$ cat config.mk
export PLATFORM = sky130hd
export DESIGN_NAME = sad_engine
export DESIGN_NICKNAME = d
export VERILOG_FILES = /design/src/rtl/sad_pkg.sv /design/src/rtl/sad_ctrl.sv /design/src/rtl/sad_datapath.sv /design/src/rtl/sad_engine.sv
export SDC_FILE = /design/constraint.sdc
export NUM_CORES = 1
export LEC_CHECK = 0
export BUFFER_PORTS_ARGS = -buffer_cell sky130_fd_sc_hd__buf_2
export CAP_MARGIN = 25
export CORE_MARGIN = 8
export CORE_UTILIZATION = 52
export DETAILED_ROUTE_END_ITERATION = 7
export GPL_ROUTABILITY_DRIVEN = 1
export GPL_TIMING_DRIVEN = 1
export PLACE_DENSITY = 0.8
export SETUP_SLACK_MARGIN = 0.4
export SYNTH_ARGS = -nofsm -noshare
export SYNTH_HDL_FRONTEND = slang
export SYNTH_SLANG_ARGS = --single-unit
export TNS_END_PERCENT = 10
$ cat constraint.sdc
create_clock -name clk -period 4.7 [get_ports clk]
set_clock_uncertainty 0.1 [all_clocks]
set_input_delay 0.94 -clock clk [delete_from_list [all_inputs] [get_ports clk]]
set_output_delay 0.94 -clock clk [all_outputs]
set_load 0.02 [all_outputs]
$ cat src/rtl/sad_pkg.sv
package sad_pkg;

  typedef enum logic [2:0] {
    S_IDLE   = 3'd0,
    S_INIT   = 3'd1,
    S_CHECK  = 3'd2,
    S_ACCUM  = 3'd3,
    S_FINISH = 3'd4
  } sad_state_t;

  // strobes from the controller to the datapath
  typedef struct packed {
    logic idxClr;
    logic idxInc;
    logic sumClr;
    logic sumLoad;
    logic outLoad;
    logic rdEn;
  } sad_ctrl_t;

endpackage

$ cat src/rtl/sad_ctrl.sv
module sad_ctrl
  import sad_pkg::*;
(
  input  logic      clk,
  input  logic      rstN,
  input  logic      go,
  input  logic      idxBelowEnd,
  output sad_ctrl_t ctrl
);

  sad_state_t stateQ, stateD;

  always_ff @(posedge clk) begin
    if (!rstN) stateQ <= S_IDLE;
    else       stateQ <= stateD;
  end

  always_comb begin
    stateD = stateQ;
    unique case (stateQ)
      S_IDLE:   if (go) stateD = S_INIT;
      S_INIT:   stateD = S_CHECK;
      S_CHECK:  stateD = idxBelowEnd ? S_ACCUM : S_FINISH;
      S_ACCUM:  stateD = S_CHECK;
      S_FINISH: stateD = S_IDLE;
      default:  stateD = S_IDLE;
    endcase
  end

  // Moore strobes: a function of the present state only
  always_comb begin
    ctrl = '0;
    unique case (stateQ)
      S_INIT: begin
        ctrl.idxClr = 1'b1;
        ctrl.sumClr = 1'b1;
      end
      S_ACCUM: begin
        ctrl.idxInc  = 1'b1;
        ctrl.sumLoad = 1'b1;
        ctrl.rdEn    = 1'b1;
      end
      S_FINISH: ctrl.outLoad = 1'b1;
      default: ctrl = '0;
    endcase
  end

endmodule

$ cat src/rtl/sad_datapath.sv
module sad_datapath
  import sad_pkg::*;
#(
  parameter int ELEMS  = 256,
  parameter int DATA_W = 8,
  parameter int SUM_W  = 32
) (
  input  logic                       clk,
  input  logic                       rstN,
  input  sad_ctrl_t                  ctrl,
  input  logic [DATA_W-1:0]          aData,
  input  logic [DATA_W-1:0]          bData,
  output logic [$clog2(ELEMS)-1:0]   memAddr,
  output logic                       memRdEn,
  output logic                       idxBelowEnd,
  output logic [SUM_W-1:0]           sadOut,
  output logic                       done
);

  localparam int ADDR_W = $clog2(ELEMS);
  localparam int IDX_W  = ADDR_W + 1;

  logic [IDX_W-1:0]  idxQ;
  logic [SUM_W-1:0]  sumQ;
  logic [SUM_W-1:0]  outQ;
  logic              doneQ;
  logic [DATA_W-1:0] absDiff;

  // unsigned magnitude of the byte difference
  always_comb begin
    if (aData >= bData) absDiff = aData - bData;
    else                absDiff = bData - aData;
  end

  always_ff @(posedge clk) begin
    if (!rstN) begin
      idxQ <= '0;
    end else if (ctrl.idxClr) begin
      idxQ <= '0;
    end else if (ctrl.idxInc) begin
      idxQ <= idxQ + IDX_W'(1);
    end
  end

  always_ff @(posedge clk) begin
    if (!rstN) begin
      sumQ <= '0;
    end else if (ctrl.sumClr) begin
      sumQ <= '0;
    end else if (ctrl.sumLoad) begin
      sumQ <= sumQ + SUM_W'(absDiff);
    end
  end

  always_ff @(posedge clk) begin
    if (!rstN) begin
      outQ  <= '0;
      doneQ <= 1'b0;
    end else begin
      doneQ <= ctrl.outLoad;
      if (ctrl.outLoad) outQ <= sumQ;
    end
  end

  assign idxBelowEnd = (idxQ < IDX_W'(ELEMS));
  assign memAddr     = idxQ[ADDR_W-1:0];
  assign memRdEn     = ctrl.rdEn;
  assign sadOut      = outQ;
  assign done        = doneQ;

endmodule

$ cat src/rtl/sad_engine.sv
module sad_engine
  import sad_pkg::*;
#(
  parameter int ELEMS  = 256,
  parameter int DATA_W = 8,
  parameter int SUM_W  = 32
) (
  input  logic                     clk,
  input  logic                     rstN,
  input  logic                     go,
  output logic [$clog2(ELEMS)-1:0] memAddr,
  output logic                     memRdEn,
  input  logic [DATA_W-1:0]        aData,
  input  logic [DATA_W-1:0]        bData,
  output logic [SUM_W-1:0]         sadOut,
  output logic                     done
);

  sad_ctrl_t ctrl;
  logic      idxBelowEnd;

  sad_ctrl u_ctrl (
    .clk         (clk),
    .rstN        (rstN),
    .go          (go),
    .idxBelowEnd (idxBelowEnd),
    .ctrl        (ctrl)
  );

  sad_datapath #(
    .ELEMS  (ELEMS),
    .DATA_W (DATA_W),
    .SUM_W  (SUM_W)
  ) u_dp (
    .clk         (clk),
    .rstN        (rstN),
    .ctrl        (ctrl),
    .aData       (aData),
    .bData       (bData),
    .memAddr     (memAddr),
    .memRdEn     (memRdEn),
    .idxBelowEnd (idxBelowEnd),
    .sadOut      (sadOut),
    .done        (done)
  );

endmodule

# Yosys cells after proc, flatten, opt, wreduce, memory -nomap -nowiden
# Cells that the tools add are included.
dict set report classes {
  n_addsub 4
  order_cmp 2
  n_eq_ne 5
  muxes 7
  n_bitwise 1
  reduce_logical 3
}
# op count
set ops {}
lappend ops {{$add 32x8->32} 1}
lappend ops {{$sub 8x8->8} 2}
lappend ops {{$add 9x1->9 const B} 1}
lappend ops {{$lt 9x9->1 const B} 1}
lappend ops {{$pmux 3 s3} 1}
lappend ops {{$ge 8x8->1} 1}
lappend ops {{$mux 8} 1}
lappend ops {{$eq 3x2->1 const B} 2}
lappend ops {{$mux 3} 2}
lappend ops {{$reduce_or 2->1} 2}
lappend ops {{$eq 3x1->1 const B} 1}
lappend ops {{$eq 3x3->1 const B} 1}
lappend ops {{$logic_not 3->1} 1}
lappend ops {{$mux 1} 3}
lappend ops {{$ne 2x2->1 const B} 1}
lappend ops {{$not 1->1} 1}
dict set report totals {
  regBits 77
  inputBits 19
}

# Depth between registers and ports, before layout
# Gate-level depths: netlist (run 1).
dict set report depth {
  ltp_word 3
  ltp_mapped 18
}

# Modules after synthesis
# Synthesis (run 1) repeated with hierarchy kept, for this count alone.
dict set report unflattened {
  hier_cells 464
  hier_area_um2 4205.3
}
# mod n_inst cells_per_inst area_per_inst_um2 seq_area_each_um2
set modules_own_cells {}
lappend modules_own_cells {sad_datapath 1 449 4050.1 1481.4}
lappend modules_own_cells {sad_ctrl 1 15 155.1 60.1}

# Least setup slack after synthesis (run 1)
# OpenSTA, ideal clock, no wires.
dict set report synth_timing {
  path_kind {input-to-reg}
  startpoint {in aData[0]}
  endpoint {reg u_dp.sumQ[28]}
  t_arrival_ns 4.245
  t_required_ns 4.530
  setup_slack_ns 0.284
  cell_stages 17
  cell_sequence {inv_1 -> ha_1 -> inv_1 -> fa_1 -> nand3_1 -> a31oi_1 -> nor2_1 -> mux2_2 -> a221oi_1 -> xnor2_1 -> ha_1 -> o21a_1 -> o21ai_0 -> a21oi_1 -> o31ai_2 -> or4_1 -> a21oi_1}
}
dict set report synth_via {
  elab_chain_len 3
  elab_cells_between_ends 5
  cone_classes {add/sub: 3; order compare: 1; mux: 1}
}
# element line_no
set synth_rtl {}
lappend synth_rtl {{start, declared} sad_engine.sv:13} ;# input logic [DATA_W-1:0] aData,
lappend synth_rtl {{$sub 8x8->8, or another cell as far along} sad_datapath.sv:32} ;# else absDiff = bData - aData;
lappend synth_rtl {{$mux 8 (*)} sad_datapath.sv:31} ;# if (aData >= bData) absDiff = aData - bData;
lappend synth_rtl {{$add 32x8->32 (*)} sad_datapath.sv:51} ;# sumQ <= sumQ + SUM_W'(absDiff);
lappend synth_rtl {{end signal, assigned} sad_datapath.sv:51}
lappend synth_rtl {{end, declared} sad_datapath.sv:24} ;# logic [SUM_W-1:0] sumQ;
# Every way passes the cells marked *; elsewhere a longest branch is shown, timed or not.
# A chain may end at the register's enable or synchronous reset.

# Final worst setup path (run 1)
dict set report layout_timing {
  startpoint {in aData[5]}
  endpoint {reg u_dp.sumQ[14]}
}
# The elaborated chain is that of the path after synthesis.

==> flow_summary.toml, run 1 <==
[clock_tree]
cts_sinks = 77
clock_path_buffers = 2
clk_pin_slew_ns = 0.08
holdBufCountCts = 0
htreeDepth = 3
numCtsBuffers = 9
cts_tree = "yes"
root_buffer = "clkbuf_8"
clk_latency_ns = 0.35

[synth]
synth_top_area_share_pct = 36.5
synth_top_area_cell = "dfxtp_1"
synth-seq-cells = 77
synth_edf_count = 0
syn_area_per_cell_um2 = 8.30
yosys_most_used_dff = "dfxtp_1"
syn_inst = 509
synth_area_leaders = "dfxtp_1 (37%), nand2_1 (8.1%), ha_1 (7.1%)"
synth.most_common_cell = "nand2_1"
synthArstFlopShare_pct = 0
synth_nets = 555
yosysWarnings = 0
synth-seq-area-share_pct = 36.5
synthTopCellsByCount = "nand2_1 (91), dfxtp_1 (77), a21boi_0 (37)"
yosysUniqueCellTypes = 58
synth_area_mm2 = 0.00422

[worst_setup_path]
required_ns = 4.89
rr_startpoint = "u_dp.sumQ[0]"
crit_arrival_ns = 4.43
crit_fanout = 7
setup.worst_path.class = "in -> reg"
endpoint_kind = "flop"
cpMaxStageDelayCell = "ha_1"
slowest_delay_ns = 0.42
path_cells = "buf_2, inv_1, ha_1, nand4_1, or2_0, a32oi_2, o221ai_1, a222oi_1, xnor2_1, ha_1, o21a_1, o21ai_2, a21oi_2, o31ai_2, buf_4, buf_4, or3_4, a21oi_2"
path_buf_inv = 4
critPathTopFamily = "compound AO/OA/AOI/OAI gates"
start_kind = "input pin"
crit_start = "aData[5]"

[timing]
worstMarginPinSlew_ns = 0.666
fin_tns_setup_ns = 0
finalSetupViolations = 0
finalCritPeriodShare_pct = 90.1
min_period_ns = 4.24
timing.fmax_ghz = 0.236
rsz0062_at_grt = "true"
maxSlewViolCount = 0
worst_slack_ns = 0.465
hold_violations = 0
maxSlewHeadroom_pct = 55.6

[floorplanning]
chipWidth_um = 106
dieArea_mm2 = 0.0113
core_area_mm2 = 0.00805
io_pins = 61
die_height_um = 106
start_util_pct = 52.4
rows = 33

[finish]
final_layout_size_suffix_gt1_share_pct = 23.2
nFillCells = 715
syn2layout_area_growth_pct = 18.5
multiInputGateArea_mm2 = 0.00253
fin_nets = 619
seqCellArea_mm2 = 0.00154
n_antenna_cell = 0

[global_route]
grt_usage_pct = 17.1
grt-busiest-layer = "met2"
grt_pass1_vias = 3495
gr-total-overflow = 0
grt_pass1_wl_um = 16000
met1_usage_pct = 19.1
grt_max_degree = 47
grtUsageMet3_pct = 3.33
antenna_found_initial = 0
use_met2_pct = 30.1

[power_and_ir_drop]
max-vdd-ir-drop_mv = 0.113
p_leak_nw = 2.00
cellPowerDensity_mw_per_mm2 = 269

[place]
portBuffers = 60
dp_hpwl_um = 6880
post-place-ws_ns = 0.00236
gp_congestion = 0.873

[drt]
drt_iter0_markers = 186
drt_pass1_iterations = 4
routed_via_density = 5.40
wl_um = 9760
ant_nets = 0
wl_per_cell_um = 14.3
dr_total_vias = 3690
remaining_drc_errors = 0

[min_path]
hold_start = "u_dp.sadOut[28]"
min_path_type = "reg -> reg"

[flow_run]
cap_violations = 0

[outcome]
outcome = "finished, final reports clean"
[cell usage in the layout (no fill, tap or decap), drive strengths merged, types with 6 or more instances in the layout]
| master | count |
|---|---|
| a21boi | 38 |
| xor2 | 9 |
| o21ai | 14 |
| nor2 | 34 |
| dfxtp | 77 |
| buf | 83 |
| a21oi | 27 |
| nand2 | 92 |
| nor2b | 8 |
| or4 | 6 |
| ha | 24 |
| clkbuf | 13 |
| a31oi | 6 |
| nand4 | 9 |
| inv | 31 |
| o31ai | 8 |
| xnor2 | 19 |
| nand3 | 12 |
[cells by family (layout without fill, tap and decap cells)]
kind of cell	after synthesis	count (layout)	synth area share (%)
compound gates	123	123	20.6
xor+xnor	28	28	5.81
fa+ha+maj	27	27	8.53
buf+inv	61	130	6.49
flops	77	77	36.5
mux	4	4	1.01
simple gates	189	189	21.1
[metrics by stage]
stage	hold WS (ns)	power, mW	std cells	util (%)	cell area (um2)
final	0.362	1.35	683	62.2	5000
after global routing	0.379	1.41	683	62.2	5000
after CTS	0.367	1.34	679	60.2	4850
after detailed placement	0.355	0.888	655	57.3	4620
after global placement	0.349	0.885	655	57.3	4620
after floorplan	0.339	0.833	509	-	4240
[path summary, 6_finish.rpt]
kind                          end  slack, ns  cells past startpoint
setup / recovery    u_dp.sumQ[14]       0.46                     18
hold / removal    u_dp.sadOut[28]       0.36                      2
hold reg to reg   u_dp.sadOut[28]       0.36                      2
setup reg to reg    u_dp.sumQ[14]       2.05                     11
[per-layer routing]
metal	part of all wire [%]	vias to the layer above
met5	0	-
li1	-	1877
met3	5.2	28
met1	41	1687
met4	3.3	0
met2	50	98
[flip-flops by register name, summed over array words and instances (netlist names)]
register	cells
u_ctrl.stateQ	3
u_dp.sumQ	32
u_dp.idxQ	9
u_dp.done	1
u_dp.sadOut	32
[layout make-up]
cell class | instances | share of cell area, %
Multi-Input combinational cell | 371 | 50.6
Sequential cell | 77 | 30.8
Timing Repair Buffer | 83 | 10.2
Clock buffer | 13 | 2.98
Tap cell | 105 | 2.63
Inverter | 31 | 2.33
Clock inverter | 3 | 0.425
[where the power goes]
group / switching [mW] / total [mW] / internal (mW)
Combinational: 0.132 / 0.242 / 0.109
Sequential: 0.00740 / 0.664 / 0.657
Clock: 0.236 / 0.443 / 0.207
[what timing repair did]
item,4_1_cts,5_1_grt
setup endpoints to repair,7,23
hold endpoints to repair,0,0
buffers inserted,8,1
gates cloned,0,1
pin swaps,6,22
resized for setup,1,28
[worst register-to-register path: stages, from the launching register on]
cell	delay [ns]
dfxtp_1	0.37
ha_1	0.19
inv_1	0.06
fa_1	0.41
nor2b_1	0.13
o21ai_1	0.09
a21boi_2	0.29
o31ai_2	0.12
buf_4	0.17
buf_4	0.15
or3_4	0.38
a21oi_2	0.12
(Power assumes the default switching activity.)
==> run 2, diff against run 1 <==
--- a/config.mk
+++ b/config.mk
@@ -16,5 +16,6 @@
 export SETUP_SLACK_MARGIN = 0.4
 export SYNTH_ARGS = -nofsm -noshare
 export SYNTH_HDL_FRONTEND = slang
+export SYNTH_HIERARCHICAL = 1
 export SYNTH_SLANG_ARGS = --single-unit
 export TNS_END_PERCENT = 10
==> flow_summary.toml, run 2 <==
[floorplanning]
rows = 33
die_height_um = 106
start_util_pct = 52.5
chipWidth_um = 106
core_area_mm2 = 0.00801
dieArea_mm2 = 0.0112
io_pins = 61

[drt]
wl_per_cell_um = 13.8
ant_nets = 0
drt_iter0_markers = 197
routed_via_density = 5.18
remaining_drc_errors = 0
drt_pass1_iterations = 4
dr_total_vias = 3248
wl_um = 8660

[clock_tree]
clk_latency_ns = 0.35
holdBufCountCts = 0
cts_sinks = 77
cts_tree = "yes"
htreeDepth = 3
clk_pin_slew_ns = 0.09
numCtsBuffers = 9
root_buffer = "clkbuf_8"
clock_path_buffers = 2

[power_and_ir_drop]
p_comb_share_pct = 16.3
netSwitchingFraction_pct = 28.8
internal_power_mw = 0.957
clkPwrFrac_pct = 34.6
cellPowerDensity_mw_per_mm2 = 277
p_total_mw = 1.34
max-vdd-ir-drop_mv = 0.178
p_switching_mw = 0.387
seq_power_share_pct = 49.1
p_leak_nw = 1.95

[synth]
syn_inst = 464
synthArstFlopShare_pct = 0
synth_top_area_cell = "dfxtp_1"
synth_top_area_share_pct = 36.7
yosys_most_used_dff = "dfxtp_1"
yosysUniqueCellTypes = 50
yosysWarnings = 6
synth_area_mm2 = 0.00421
synth.most_common_cell = "dfxtp_1"
syn_area_per_cell_um2 = 9.06
synth_area_leaders = "dfxtp_1 (37%), mux2i_1 (10%), ha_1 (7.1%)"
synthTopCellsByCount = "dfxtp_1 (77), nor2_1 (48), mux2i_1 (44)"
synth-seq-cells = 77
synth_nets = 510
synth-seq-area-share_pct = 36.7
synth_edf_count = 0

[timing]
fin_tns_setup_ns = 0
finalSetupViolations = 0
maxSlewViolCount = 0
timing.fmax_ghz = 0.236
maxSlewHeadroom_pct = 65.6
rsz0062_at_grt = "true"
min_period_ns = 4.23
hold_ws_ns = 0.393
worstMarginPinSlew_ns = 0.516
hold_violations = 0
worst_slack_ns = 0.468
finalCritPeriodShare_pct = 90.0

[worst_setup_path]
crit_arrival_ns = 4.36
start_kind = "input pin"
rr_startpoint = "u_dp/sumQ[0]"
rrSetupSlack_ns = 2.31
required_ns = 4.83
worst_r2r_endpoint = "u_dp/sumQ[30]"
crit_fanout = 7
endpoint_kind = "flop"
setup.worst_path.class = "in -> reg"
reg2reg_depth = 10

[global_route]
antenna_found_initial = 0
grt_usage_pct = 15.4
grt_max_degree = 38
grt_pass1_wl_um = 14600
gr-total-overflow = 0
grt_pass1_vias = 3263

[flow_run]
cap_violations = 0

[outcome]
outcome = "finished, final reports clean"

[min_path]
whs_path_depth = 1
hold_start = "u_ctrl/stateQ[2]"
hold_end = "u_ctrl/stateQ[1]"
min_path_type = "reg -> reg"

[finish]
final_common_cell = "dfxtp_1"
final_layout_size_suffix_gt1_share_pct = 21.8
final_cell_mix = "dfxtp_1 (77), buf_2 (60), nor2_1 (48)"
design_area_mm2 = 0.00485
syn2layout_area_growth_pct = 15.2
n_antenna_cell = 0
fin_nets = 563

[place]
dp_hpwl_um = 6410
place_area_mm2 = 0.00454
portBuffers = 60
post-place-ws_ns = 0.0534
gp_congestion = 0.889
==> run 2: cell count changes in the layout (fill, tap and decap cells not counted), sizes merged, moves of 5 or more <==
cell / change
a211oi: +5
a21boi: -37
a31oi: -5
buf: -10
mux2i: +42
nand2: -72
nor2: +14
nor2b: +27
o31ai: -6
or4: -6
==> run 2: worst max path at each step <==
stage	startpoint	to	slack [ns]	depth (start not counted)
floorplan	aData[0]	u_dp/sumQ[28]	0.40	18
global placement	aData[0]	u_dp/sumQ[28]	0.19	19
detailed placement	aData[0]	u_dp/sumQ[26]	0.05	20
CTS	aData[0]	u_dp/sumQ[26]	0.40	20
global route	aData[0]	u_dp/sumQ[31]	0.29	19
finish	aData[0]	u_dp/sumQ[29]	0.47	19
==> run 2: through the flow <==
step / utilization [%] / instances
finish: 60.5 / 627
global route: 60.5 / 627
CTS: 59.1 / 622
detailed placement: 56.6 / 606
global placement: 56.6 / 606
floorplan: - / 464
==> run 2: layout make-up <==
class / instances / area, um2
clock buffers: 9 / 124
clock inverters: 7 / 63.8
fillers: 684 / 3160
inverters: 28 / 105
multi-input cells: 328 / 2480
flip-flops and latches: 77 / 1540
well taps: 105 / 131
repair buffers: 73 / 402
==> run 2: logic make-up after synthesis <==
kind of cell               share of synthesized area, %
buffers and inverters                              6.72
adders and majority gates                          8.57
DFF                                                36.7
AOI/OAI and AO/OA                                  10.1
muxes                                              11.1
xor gates and xnor gates                           7.50
and+or+nand+nor                                    19.4
==> run 2: per-layer routing <==
| layer | up-vias | wire length (um) | global-route usage [%] |
|---|---|---|---|
| li1 | 1662 | - | - |
| met5 | - | 0 | 0 |
| met3 | 6 | 401 | 4.66 |
| met4 | 0 | 55 | 3.42 |
| met1 | 1523 | 3870 | 17.7 |
| met2 | 57 | 4330 | 27.3 |
==> run 2: worst max-delay path, stage by stage <==
cell and delay [ns]:
buf_2 0.11, inv_1 0.05, ha_1 0.16, inv_1 0.06, fa_2 0.34, a21o_1 0.17, a21oi_2 0.18, a21oi_2 0.10
a211oi_4 0.17, buf_6 0.17, mux2_4 0.32, ha_1 0.28, a21oi_1 0.08, nand4b_1 0.25, a21o_1 0.26, buf_4 0.16
a2111oi_4 0.32, xnor2_1 0.17, nor2_1 0.05
==> run 2: power by group through the flow <==
stage | logic [mW] | registers [mW] | clock network [mW]
floorplan | 0.152 | 0.673 | 0
global placement | 0.184 | 0.675 | 0
detailed placement | 0.189 | 0.675 | 0
CTS | 0.192 | 0.659 | 0.479
global route | 0.241 | 0.660 | 0.510
finish | 0.219 | 0.660 | 0.465
==> run 2: timing repair <==
action,CTS,global route
setup buffers,0,5
setup endpoints to repair,1,22
pin swaps,0,4
resized for setup,1,15
==> run 3, diff against run 2 <==
--- a/config.mk
+++ b/config.mk
@@ -13,7 +13,9 @@
 export GPL_ROUTABILITY_DRIVEN = 1
 export GPL_TIMING_DRIVEN = 1
 export PLACE_DENSITY = 0.8
+export REMOVE_ABC_BUFFERS = 1
 export SETUP_SLACK_MARGIN = 0.4
+export SKIP_LAST_GASP = 1
 export SYNTH_ARGS = -nofsm -noshare
 export SYNTH_HDL_FRONTEND = slang
 export SYNTH_HIERARCHICAL = 1
==> flow_summary.toml, run 3 (synthesized netlist as in run 2, its figures left out) <==
[floorplanning]
start_util_pct = 52.5
core_area_mm2 = 0.00801
die_height_um = 106
chipWidth_um = 106
dieArea_mm2 = 0.0112
io_pins = 61
rows = 33

[clock_tree]
holdBufCountCts = 0
htreeDepth = 3
clock_path_buffers = 2
numCtsBuffers = 9
clk_latency_ns = 0.34
cts_sinks = 77
cts_tree = "yes"
clk_pin_slew_ns = 0.07
root_buffer = "clkbuf_8"

[worst_setup_path]
slowest_delay_ns = 0.42
rrSetupSlack_ns = 2.19
crit_fanout = 7
cpMaxStageDelayCell = "fa_1"
start_kind = "input pin"
endpoint_kind = "flop"
path_cells = "buf_2, inv_1, ha_2, inv_1, fa_2, a21o_1, a21oi_2, a21oi_2, a211oi_4, buf_12, mux2_4, inv_1, fa_1, nand2b_1, a211oi_2, o221a_4, nand3_1, or3_1, a21oi_1"
crit_top_cell = "inv_1"
setup.worst_path.class = "in -> reg"
required_ns = 4.86
crit_arrival_ns = 4.37

[global_route]
grt_max_degree = 38
grt_pass1_vias = 3227
antenna_found_initial = 0
grt_pass1_wl_um = 14300
grt_usage_pct = 15.1
gr-total-overflow = 0

[timing]
finalCritPeriodShare_pct = 89.7
rsz0062_at_grt = "true"
timing.fmax_ghz = 0.237
hold_violations = 0
maxSlewViolCount = 0
worstMarginPinSlew_ns = 0.928
maxSlewHeadroom_pct = 38.2
hold_ws_ns = 0.386
min_period_ns = 4.21
finalSetupViolations = 0

[power_and_ir_drop]
p_leak_nw = 2.00
max-vdd-ir-drop_mv = 0.146
internal_power_mw = 1.12
seq_power_share_pct = 44.7
p_switching_mw = 0.354
netSwitchingFraction_pct = 24.0
clkPwrFrac_pct = 41.0
cellPowerDensity_mw_per_mm2 = 302
p_total_mw = 1.47
p_comb_share_pct = 14.2

[finish]
syn2layout_area_growth_pct = 16.2
n_antenna_cell = 0
final_cell_mix = "dfxtp_1 (77), buf_2 (60), nor2_1 (48)"
multiInputGateArea_mm2 = 0.00245
nFillCells = 670
final_common_cell = "dfxtp_1"
fin_nets = 564
seqCellArea_mm2 = 0.00154
final_layout_size_suffix_gt1_share_pct = 21.2

[min_path]
min_path_type = "reg -> reg"

[place]
dp_hpwl_um = 6300
gp_congestion = 0.835
portBuffers = 60

[drt]
drt_iter0_markers = 113
drt_pass1_iterations = 4
ant_nets = 0
remaining_drc_errors = 0
wl_per_cell_um = 13.8
wl_um = 8650
dr_total_vias = 3304
routed_via_density = 5.26

[flow_run]
cap_violations = 0

[outcome]
outcome = "finished, final reports clean"
[run 3: layout make-up]
type,count,area share [%]
Multi-Input combinational cell,328,50.0
Sequential cell,77,31.5
Timing Repair Buffer,74,8.55
Clock buffer,10,2.82
Tap cell,105,2.69
Clock inverter,6,2.23
Inverter,28,2.15
[run 3: layer usage]
metal	GRT usage, %	wire (um)	up-vias	part of all wire, %
li1	-	-	1668	-
met1	17.3	3850	1545	45
met2	26.4	4260	75	49
met3	3.45	379	16	4.4
met4	6.33	164	0	1.9
met5	0	0	-	0
[run 3: power groups by stage]
stage	Combinational, mW	Clock, mW	Sequential, mW
after floorplan	0.140	0	0.674
after global placement	0.186	0	0.675
after detailed placement	0.191	0	0.675
after CTS	0.192	0.616	0.659
after global routing	0.230	0.647	0.660
final	0.210	0.605	0.659
[run 3: worst paths after layout]
path / start / endpoint / cells past startpoint
worst max-delay path: aData[0] / u_dp/sumQ[28] / 19
worst min-delay path: u_ctrl/stateQ[2] / u_ctrl/stateQ[1] / 1
worst max register to register: u_dp/sumQ[0] / u_dp/sumQ[28] / 9
worst min register to register: u_ctrl/stateQ[2] / u_ctrl/stateQ[1] / 1
[run 3: stage by stage]
step	utilization (%)	TNS, ns	instances	area, um2	setup slack (ns)
4_1_cts	59.9	0	621	4800	0.366
6_report	61.0	0	628	4890	0.486
2_1_floorplan	-	0	433	4030	0.0796
5_1_grt	61.0	0	628	4890	0.341
3_3_place_gp	56.5	0	605	4530	0.102
3_5_place_dp	56.5	-0.0565	605	4530	-0.0370
[run 3: critical path, delay by kind of cell]
kind,cells,cell delay (ns)
AOI/OAI and AO/OA,7,1.27
adders and majority gates,3,0.92
and+or+nand+nor,3,0.65
buffers and inverters,5,0.41
muxes,1,0.16
[run 3: what timing repair did]
item | CTS | global route
setup endpoints to repair | 3 | 25
setup buffers | 0 | 7
resized for setup | 3 | 8
pin swaps | 0 | 10
